--- src/rtl/wdog_pkg.sv ---
package wdog_pkg;

    localparam int ADDR_W   = 4;
    localparam int DATA_W   = 16;
    localparam int CNT_W    = 16;
    localparam int NUM_SRC  = 3;
    localparam int PSC_W    = 3;
    localparam int MAX_CODE = 5;
    localparam int PRE_W    = 2 * MAX_CODE;
    localparam int CTRL_W   = NUM_SRC + PSC_W;

    typedef enum logic [1:0] {
        REG_CMP  = 2'd0,
        REG_EN   = 2'd1,
        REG_CNT  = 2'd2,
        REG_CTRL = 2'd3
    } reg_sel_e;

    typedef struct packed {
        logic [CNT_W-1:0]  cmp;
        logic              en;
        logic [CTRL_W-1:0] ctrl;
    } cfg_t;

endpackage

--- src/rtl/wdog_regs.sv ---
module wdog_regs
    import wdog_pkg::*;
(
    input  logic              clk,
    input  logic              rst_n,
    input  logic              bus_sel,
    input  logic              bus_wr,
    input  logic [ADDR_W-1:0] bus_addr,
    input  logic [DATA_W-1:0] bus_wdata,
    output cfg_t              cfg,
    output logic              cnt_wr,
    output logic              ctrl_wr,
    output logic              aligned
);

    cfg_t     cfg_d, cfg_q;
    reg_sel_e sel;
    logic     wr_en;

    assign aligned = (bus_addr[1:0] == 2'b00);
    assign sel     = reg_sel_e'(bus_addr[ADDR_W-1:2]);
    assign wr_en   = bus_sel && bus_wr && aligned;

    always_comb begin
        cfg_d = cfg_q;
        if (wr_en) begin
            case (sel)
                REG_CMP:  cfg_d.cmp  = bus_wdata[CNT_W-1:0];
                REG_EN:   cfg_d.en   = bus_wdata[0];
                REG_CTRL: cfg_d.ctrl = bus_wdata[CTRL_W-1:0];
                default:  ;
            endcase
        end
    end

    always_ff @(posedge clk or negedge rst_n) begin
        if (!rst_n) cfg_q <= '0;
        else        cfg_q <= cfg_d;
    end

    assign cfg     = cfg_q;
    assign cnt_wr  = wr_en && (sel == REG_CNT);
    assign ctrl_wr = wr_en && (sel == REG_CTRL);

endmodule

--- src/rtl/wdog_prescaler.sv ---
module wdog_prescaler #(
    parameter int NUM_SRC  = 3,
    parameter int PSC_W    = 3,
    parameter int MAX_CODE = 5,
    localparam int PRE_W   = 2 * MAX_CODE
) (
    input  logic               clk,
    input  logic               rst_n,
    input  logic               en,
    input  logic [NUM_SRC-1:0] src_sel,
    input  logic [PSC_W-1:0]   code,
    input  logic [NUM_SRC-1:0] src_tick,
    input  logic               clear,
    output logic               cnt_tick
);

    localparam logic [PSC_W-1:0] CODE_CAP = PSC_W'(MAX_CODE);

    typedef struct packed {
        logic [PRE_W-1:0] pre;
    } psc_state_t;

    psc_state_t        st_d, st_q;
    logic [NUM_SRC-1:0] gated;
    logic              one_src;
    logic              sel_tick;
    logic [PSC_W-1:0]  eff_code;
    logic [PRE_W-1:0]  limit;
    logic              at_limit;

    for (genvar i = 0; i < NUM_SRC; i++) begin : g_src
        assign gated[i] = src_sel[i] & src_tick[i];
    end

    assign one_src  = (src_sel != '0) && ((src_sel & (src_sel - NUM_SRC'(1))) == '0);
    assign sel_tick = en && one_src && (|gated);
    assign eff_code = (code > CODE_CAP) ? CODE_CAP : code;
    assign limit    = ~({PRE_W{1'b1}} << {eff_code, 1'b0});
    assign at_limit = (st_q.pre == limit);

    always_comb begin
        st_d = st_q;
        if (clear) begin
            st_d.pre = '0;
        end else if (sel_tick) begin
            st_d.pre = at_limit ? '0 : st_q.pre + PRE_W'(1);
        end
    end

    always_ff @(posedge clk or negedge rst_n) begin
        if (!rst_n) st_q <= '0;
        else        st_q <= st_d;
    end

    assign cnt_tick = sel_tick && at_limit && !clear;

endmodule

--- src/rtl/wdog_counter.sv ---
module wdog_counter #(
    parameter int CNT_W = 16
) (
    input  logic             clk,
    input  logic             rst_n,
    input  logic             en,
    input  logic [CNT_W-1:0] cmp,
    input  logic             cnt_wr,
    input  logic [CNT_W-1:0] cnt_wdata,
    input  logic             cnt_tick,
    output logic [CNT_W-1:0] cnt,
    output logic             reset_req
);

    typedef struct packed {
        logic [CNT_W-1:0] cnt;
        logic             armed;
        logic             req;
    } cnt_state_t;

    cnt_state_t st_d, st_q;
    logic       match;

    assign match = en && (st_q.cnt == cmp);

    always_comb begin
        st_d       = st_q;
        st_d.armed = match;
        st_d.req   = match && !st_q.armed;
        if (cnt_wr) begin
            st_d.cnt = cnt_wdata;
        end else if (cnt_tick && (st_q.cnt != cmp)) begin
            st_d.cnt = st_q.cnt + CNT_W'(1);
        end
    end

    always_ff @(posedge clk or negedge rst_n) begin
        if (!rst_n) st_q <= '0;
        else        st_q <= st_d;
    end

    assign cnt       = st_q.cnt;
    assign reset_req = st_q.req;

endmodule

--- src/rtl/wdog_periph.sv ---
module wdog_periph
    import wdog_pkg::*;
(
    input  logic              clk,
    input  logic              rst_n,
    input  logic              bus_sel,
    input  logic              bus_wr,
    input  logic [ADDR_W-1:0] bus_addr,
    input  logic [DATA_W-1:0] bus_wdata,
    output logic [DATA_W-1:0] bus_rdata,
    input  logic              tick_pclk,
    input  logic              tick_rtc,
    input  logic              tick_ext,
    output logic              reset_req
);

    cfg_t               cfg;
    logic               cnt_wr_w;
    logic               ctrl_wr_w;
    logic               aligned;
    logic               cnt_tick;
    logic               en_w;
    logic [CNT_W-1:0]   cmp_w;
    logic [CNT_W-1:0]   cnt_w;
    logic [NUM_SRC-1:0] src_w;
    logic [CNT_W-1:0]   wdata_w;

    assign en_w    = cfg.en;
    assign cmp_w   = cfg.cmp;
    assign src_w   = cfg.ctrl[NUM_SRC-1:0];
    assign wdata_w = bus_wdata[CNT_W-1:0];

    wdog_regs u_regs (
        .clk       (clk),
        .rst_n     (rst_n),
        .bus_sel   (bus_sel),
        .bus_wr    (bus_wr),
        .bus_addr  (bus_addr),
        .bus_wdata (bus_wdata),
        .cfg       (cfg),
        .cnt_wr    (cnt_wr_w),
        .ctrl_wr   (ctrl_wr_w),
        .aligned   (aligned)
    );

    wdog_prescaler #(
        .NUM_SRC  (NUM_SRC),
        .PSC_W    (PSC_W),
        .MAX_CODE (MAX_CODE)
    ) u_psc (
        .clk      (clk),
        .rst_n    (rst_n),
        .en       (en_w),
        .src_sel  (src_w),
        .code     (cfg.ctrl[CTRL_W-1:NUM_SRC]),
        .src_tick ({tick_ext, tick_rtc, tick_pclk}),
        .clear    (ctrl_wr_w || cnt_wr_w),
        .cnt_tick (cnt_tick)
    );

    wdog_counter #(
        .CNT_W (CNT_W)
    ) u_cnt (
        .clk       (clk),
        .rst_n     (rst_n),
        .en        (en_w),
        .cmp       (cmp_w),
        .cnt_wr    (cnt_wr_w),
        .cnt_wdata (wdata_w),
        .cnt_tick  (cnt_tick),
        .cnt       (cnt_w),
        .reset_req (reset_req)
    );

    always_comb begin
        bus_rdata = '0;
        if (aligned) begin
            case (reg_sel_e'(bus_addr[ADDR_W-1:2]))
                REG_CMP:  bus_rdata = DATA_W'(cmp_w);
                REG_EN:   bus_rdata = DATA_W'(en_w);
                REG_CNT:  bus_rdata = DATA_W'(cnt_w);
                REG_CTRL: bus_rdata = DATA_W'(cfg.ctrl);
                default:  bus_rdata = '0;
            endcase
        end
    end

endmodule

--- config.mk ---
export PLATFORM = sky130hd
export DESIGN_NAME = wdog_periph
export DESIGN_NICKNAME = d
export VERILOG_FILES = /design/src/rtl/wdog_pkg.sv /design/src/rtl/wdog_regs.sv /design/src/rtl/wdog_prescaler.sv /design/src/rtl/wdog_counter.sv /design/src/rtl/wdog_periph.sv
export SDC_FILE = /design/constraint.sdc
export NUM_CORES = 1
export LEC_CHECK = 0
export ABC_AREA = 0
export BUFFER_PORTS_ARGS = -buffer_cell sky130_fd_sc_hd__buf_2
export CAP_MARGIN = 10
export CORE_MARGIN = 4
export CORE_UTILIZATION = 44
export CTS_BUF_LIST = sky130_fd_sc_hd__clkbuf_16
export CTS_CLUSTER_SIZE = 12
export DETAILED_ROUTE_END_ITERATION = 6
export GPL_ROUTABILITY_DRIVEN = 1
export MAX_ROUTING_LAYER = met4
export PLACE_DENSITY_LB_ADDON = 0.25
export SETUP_SLACK_MARGIN = 0.15
export SLEW_MARGIN = 40
export SYNTH_ARGS = -nofsm -noshare
export SYNTH_HDL_FRONTEND = slang
export SYNTH_SLANG_ARGS = --single-unit
--- constraint.sdc ---
create_clock -name clk -period 3.6 [get_ports clk]
set_clock_uncertainty 0.1 [all_clocks]
set_input_delay 0.18 -clock clk [delete_from_list [all_inputs] [get_ports clk]]
set_output_delay 0.18 -clock clk [all_outputs]
set_load 0.005 [all_outputs]
Word-level counts from Yosys, hierarchy flattened
Cells that the tools add are included.
Widths: inputs -> output; s select.
{ "op_classes": {"bitwise_logic": 5, "n_mux": 8, "n_shift": 1, "addsub": 3, "n_reduce_logical": 25, "order_cmp": 1, "n_eq_ne": 6} }
{ "op_table": {"columns": ["operator", "n"], "rows": [
  ["$pmux 16 s4", 1],
  ["$mux 16", 3],
  ["$mux 10", 3],
  ["$add 16x1->16 const B", 1],
  ["$eq 16x16->1", 1],
  ["$ne 16x16->1", 1],
  ["$logic_and 1x1->1", 12],
  ["$add 10x1->10 const B", 1],
  ["$eq 10x10->1", 1],
  ["$not 10->10", 1],
  ["$shl 10x4->10 const A", 1],
  ["$reduce_and 2->1", 3],
  ["$eq 2x2->1 const B", 2],
  ["$logic_not 2->1", 2],
  ["$reduce_bool 2->1", 2],
  ["$and 1x1->1", 3],
  ["$and 3x3->3", 1],
  ["$gt 3x3->1 const B", 1],
  ["$logic_not 3->1", 1],
  ["$mux 3", 1],
  ["$reduce_bool 3->1", 1],
  ["$reduce_or 3->1", 1],
  ["$sub 3x1->3 const B", 1],
  ["$eq 2x1->1 const B", 1],
  ["2 further kinds", 3]
]} }
{ "totals": {"elab_cells": 56, "regBits": 51, "in_bits": 27, "out_inout_bits": 17} }

Depth between registers and ports, before layout
{ "depth": {"word_depth": 11, "mapped_depth": 8, "ltp_nobuf": 7} }

By module
A second synthesis with hierarchy kept.
{ "unflattened": {"cells_unflattened": 336, "area_unflattened_um2": 3425.8} }
{ "by_module_without_submodules": {"columns": ["mod", "seq_area_each_um2", "cells_per_inst", "instances", "area_per_inst_um2"], "rows": [
  ["wdog_counter", 450.4, 154, 1, 1367.6],
  ["wdog_regs", 575.6, 55, 1, 935.9],
  ["wdog_prescaler", 250.2, 84, 1, 744.5],
  ["wdog_periph", 0.0, 43, 1, 377.9]
]} }

Least setup slack after synthesis
OpenSTA, ideal clock, no wires.
{ "synth_timing": {"kind": "register to register", "startpoint": "register u_regs.cfg_q (netlist bit u_regs.cfg[5])", "endpoint": "register u_cnt.st_q (netlist bit u_cnt.cnt[9])", "path_slack_ns": 1.258, "n_path_buf": 2, "path_stages_with_launch": 9, "synth_period_minus_slack_ns": 2.342, "setup_ns": 0.082, "required_ns": 3.418, "arrival_time_ns": 2.160, "path_cell_list": "dfrtp_1 buf_6 or3_1 a21oi_1 o22ai_1 or4_1 buf_2 or3_1 a31oi_1"} }
{ "synth_via": {"elab_chain_cells": 9} }
{ "synth_lines": {"columns": ["element", "line", "source"], "rows": [
  ["start: declaration", "wdog_regs.sv:16", "cfg_t cfg_d, cfg_q;"],
  ["start signal: assignment", "wdog_regs.sv:38", "else cfg_q <= cfg_d;"],
  ["$gt 3x3->1", "wdog_prescaler.sv:37", "assign eff_code = (code > CODE_CAP) ? CODE_CAP : code;"],
  ["$mux 3 (*)", "wdog_prescaler.sv:37", null],
  ["$shl 10x4->10 (*)", "wdog_prescaler.sv:38", "assign limit = ~({PRE_W{1'b1}} << {eff_code, 1'b0});"],
  ["$not 10->10 (*)", "wdog_prescaler.sv:38", null],
  ["$eq 10x10->1 (*)", "wdog_prescaler.sv:39", "assign at_limit = (st_q.pre == limit);"],
  ["$logic_and 1x1->1 (*) (2 in series)", "wdog_prescaler.sv:55", "assign cnt_tick = sel_tick && at_limit && !clear;"],
  ["$logic_and 1x1->1 (*)", "wdog_counter.sv:32", "end else if (cnt_tick && (st_q.cnt != cmp)) begin"],
  ["$reduce_bool 2->1 (no source line) (*)", null, null],
  ["end signal: assignment", "wdog_counter.sv:39", "else st_q <= st_d;"],
  ["end: declaration", "wdog_counter.sv:21", "cnt_state_t st_d, st_q;"]
]} }
Mark *: on every way between the ends. The rest lies on a longest branch, timed or not.
A chain may end at the register's enable or synchronous reset.

Worst setup path after layout
Ends and elaborated chain as after synthesis.

==> results.toml <==
[place]
post-dp-hpwl_um = 5632
gp_congestion = 0.8125
io_buffers = 43

[timing]
finalSetupViolCount = 0
max_slew.worst_pin.slew_ps = 664.2
max_clock_freq_mhz = 385.3
unrepaired_setup_endpoints_after_global_routing = "false"
finalCriticalPeriod_ps = 2596
slew_headroom_pct = 55.72
final-max-slew-violation-count = 0
post_route_clock_period_utilization_pct = 72.10
count_of_endpoints_failing_hold_in_the_final_timing_report = 0
fin_tns_setup_ps = 0

[finish]
finalCoreUtilization_pct = 50.24
antennaDiodeCount = 0
syn2layout_area_growth_pct = 10.24
fillers = 737
fin_nets = 405
drive_gt1_share_pct = 24.27
register_area_um2 = 1276
multi_input_comb_area_um2 = 1869

[clock_network]
root_buffer = "sky130_fd_sc_hd__clkbuf_16"
post-cts-setup-buffer-count = 0
clkSlewWorstSetupHoldPaths_ps = 70
clock_path_buffers = 2
cts_tree = "built"
cts_num_sinks = 51
htree_levels = 2
cts.hold.buffers_added = 1
clk_latency_ps = 280
ctsResizeCount = 0
cts_buffers = 5

[floorplan]
core_region_area_um2 = 7292
rows = 31
initial_utilization_pct = 45.57
die_area_um2 = 9007
die_width_um = 94.91
die_height_um = 94.91
io_pins = 44

[critical_path]
critical-path-max-stage-delay_ps = 700
crit_path_cell_trace = "or3_1 -> a21oi_2 -> o22ai_1 -> or4_1 -> or3_1 -> a31oi_1"
critPathMostFrequentCell = "sky130_fd_sc_hd__or3_1"
timing.setup.critical_path_class = "reg -> reg"
worstPathArrival_ps = 2700
timing.critical_path.required_ps = 3710
critical_path_peak_fanout = 11
critical-path-slowest-cell = "sky130_fd_sc_hd__or4_1"
critical_path.startpoint_type = "flip-flop"
critical_path.endpoint_type = "flip-flop"

[pwr]
p_total_mw = 1.752
power-per-cell-area_nw_per_um2 = 478.2
static-leakage-power_nw = 1.650
ir_drop_mv = 0.2695

[grt]
grt_start_max_net_pins = 43
grt_antenna_before_repair = 0
via_count_of_the_first_global_routing_pass = 2610
grt-ovfl-total = 0
grt_pass1_wl_um = 12850
grt.total_usage_pct = 18.71

[yosys]
synth-seq-cells = 51
synth_edf_count = 0
synthesis.instances = 345
postSynth.asyncResetShare_pct = 100.0
post_synth.cell_area_avg_um2 = 9.632
yosysSeqAreaShare_pct = 38.40
post_synth_num_cell_types = 54
ys_warn_count = 0
dominantRegCellSynth = "sky130_fd_sc_hd__dfrtp_1"
synth.net_count = 374
netlist_area_um2 = 3323

[routing]
via_per_inst = 5.610
post-route-drc-count = 0
initialDrtViolationCount = 99
route.detailed.wl_per_inst_um = 16.31
route.vias.total = 2659
drt-pass1-iter-count = 4
wl_um = 7732
antenna_left = 0

[worst_hold_path]
timing.hold.worst.class = "in -> reg"

[run]
timing.max_cap.violations = 0

[outcome]
result_of_the_run = "complete, no violations"
## placed cells by master (no fill, tap or decap), types with 2 or more instances in the layout
master / count
sky130_fd_sc_hd__dfrtp_1: 51
sky130_fd_sc_hd__buf_2: 42
sky130_fd_sc_hd__nor2_1: 39
sky130_fd_sc_hd__nand2_1: 28
sky130_fd_sc_hd__mux2_2: 25
sky130_fd_sc_hd__mux2i_1: 24
sky130_fd_sc_hd__nand3_1: 23
sky130_fd_sc_hd__xnor2_1: 18
sky130_fd_sc_hd__nor3_1: 13
sky130_fd_sc_hd__and2_1: 10
sky130_fd_sc_hd__nand4_1: 10
sky130_fd_sc_hd__a31oi_1: 9
sky130_fd_sc_hd__or3_1: 7
sky130_fd_sc_hd__xor2_1: 6
sky130_fd_sc_hd__a21oi_1: 5
sky130_fd_sc_hd__inv_1: 5
sky130_fd_sc_hd__o21ai_0: 5
sky130_fd_sc_hd__clkbuf_16: 5
sky130_fd_sc_hd__buf_4: 4
sky130_fd_sc_hd__nor4_4: 3
sky130_fd_sc_hd__and3_1: 3
sky130_fd_sc_hd__nor2b_1: 2
sky130_fd_sc_hd__and3b_1: 2
sky130_fd_sc_hd__nand4b_1: 2
sky130_fd_sc_hd__or2_2: 2
sky130_fd_sc_hd__and3_2: 2
sky130_fd_sc_hd__o22ai_1: 2
sky130_fd_sc_hd__a221o_1: 2
sky130_fd_sc_hd__a22oi_1: 2
sky130_fd_sc_hd__nand3b_1: 2
sky130_fd_sc_hd__ha_1: 2
## worst max-delay path: cells and delay by family, from the launching register on
| kind | cells | cell delay, ps |
|---|---|---|
| and+or+nand+nor | 3 | 1480 |
| DFF | 1 | 490 |
| AOI/OAI and AO/OA | 3 | 460 |
## kinds of logic after synthesis
| family | Yosys count | share of synthesized area, % |
|---|---|---|
| buffers and inverters | 27 | 5.647 |
| XOR/XNOR | 24 | 6.325 |
| AND/OR/NAND/NOR | 155 | 24.96 |
| multiplexers | 50 | 16.38 |
| adder cells (fa/ha/maj) | 2 | 0.7529 |
| flip-flops | 51 | 38.40 |
| AO/OA/AOI/OAI | 36 | 7.530 |
## layer usage
layer / part of all wire, % / GRT usage [%]
met1: 47 / 23.95
met5: 0 / -
met2: 48 / 31.00
met3: 4.1 / 3.187
met4: 0.84 / 4.327
## sequential cells by signal, summed over array words and instances, names as in the netlist
| name | flops |
|---|---|
| u_regs.cfg | 23 |
| u_cnt.cnt | 16 |
| u_psc.st_q | 10 |
| u_cnt.reset_req | 1 |
| u_cnt.st_q | 1 |
## final timing paths
kind | startpoint | end | slack [ps] | depth (start not counted)
worst max-delay path | u_regs.cfg[5] | u_cnt.cnt[9] | 1000 | 6
worst min-delay path | bus_wdata[8] | u_cnt.cnt[8] | 20 | 3
worst max register to register | u_regs.cfg[5] | u_cnt.cnt[9] | 1000 | 6
worst min register to register | u_cnt.st_q[1] | u_cnt.reset_req | 300 | 1
max in group asynchronous | rst_n | u_psc.st_q[0] | 2520 | 3
min in group asynchronous | rst_n | u_cnt.reset_req | 320 | 2
## power by group
group,internal (mW),total [mW],switching [mW]
Sequential,0.670,0.808,0.138
Clock,0.248,0.446,0.199
Combinational,0.249,0.497,0.248
## synth_stat cells, types with 4 or more instances
cell type	instances	area, um2
sky130_fd_sc_hd__buf_2	5	25.02
sky130_fd_sc_hd__mux2i_1	24	240.2
sky130_fd_sc_hd__dfrtp_1	51	1276
sky130_fd_sc_hd__a21oi_1	5	25.02
sky130_fd_sc_hd__xnor2_1	18	157.7
sky130_fd_sc_hd__nand3_1	23	115.1
sky130_fd_sc_hd__inv_1	4	15.01
sky130_fd_sc_hd__xor2_1	6	52.55
sky130_fd_sc_hd__or3_1	7	43.79
sky130_fd_sc_hd__nor2_1	39	146.4
sky130_fd_sc_hd__a31oi_1	9	56.30
sky130_fd_sc_hd__nand4_1	10	62.56
sky130_fd_sc_hd__o21ai_0	5	25.02
sky130_fd_sc_hd__and2_1	10	62.56
sky130_fd_sc_hd__mux2_2	25	281.5
sky130_fd_sc_hd__clkbuf_1	8	30.03
sky130_fd_sc_hd__nand2_1	28	105.1
sky130_fd_sc_hd__nor3_1	14	70.07
## metrics by stage
| step | instance area [um2] | instances | worst slack, ps | hold WS, ps |
|---|---|---|---|---|
| 2_1_floorplan | 3323 | 345 | 1258 | -215.6 |
| 3_3_place_gp | 3517 | 467 | 1066 | 285.3 |
| 3_5_place_dp | 3520 | 467 | 1022 | 118.2 |
| 4_1_cts | 3659 | 474 | 997.9 | 16.25 |
| 5_1_grt | 3664 | 474 | 823.9 | 29.06 |
| 6_report | 3664 | 474 | 1004 | 17.21 |
## layout make-up
class	instances	share of cell area, %
Inverter	4	0.4098
Clock buffer	5	3.415
Multi-Input combinational cell	267	51.02
Sequential cell	51	34.84
Timing Repair Buffer	47	6.831
Tap cell	99	3.381
Clock inverter	1	0.1025
No activity file was read; power rests on OpenSTA's default activity.
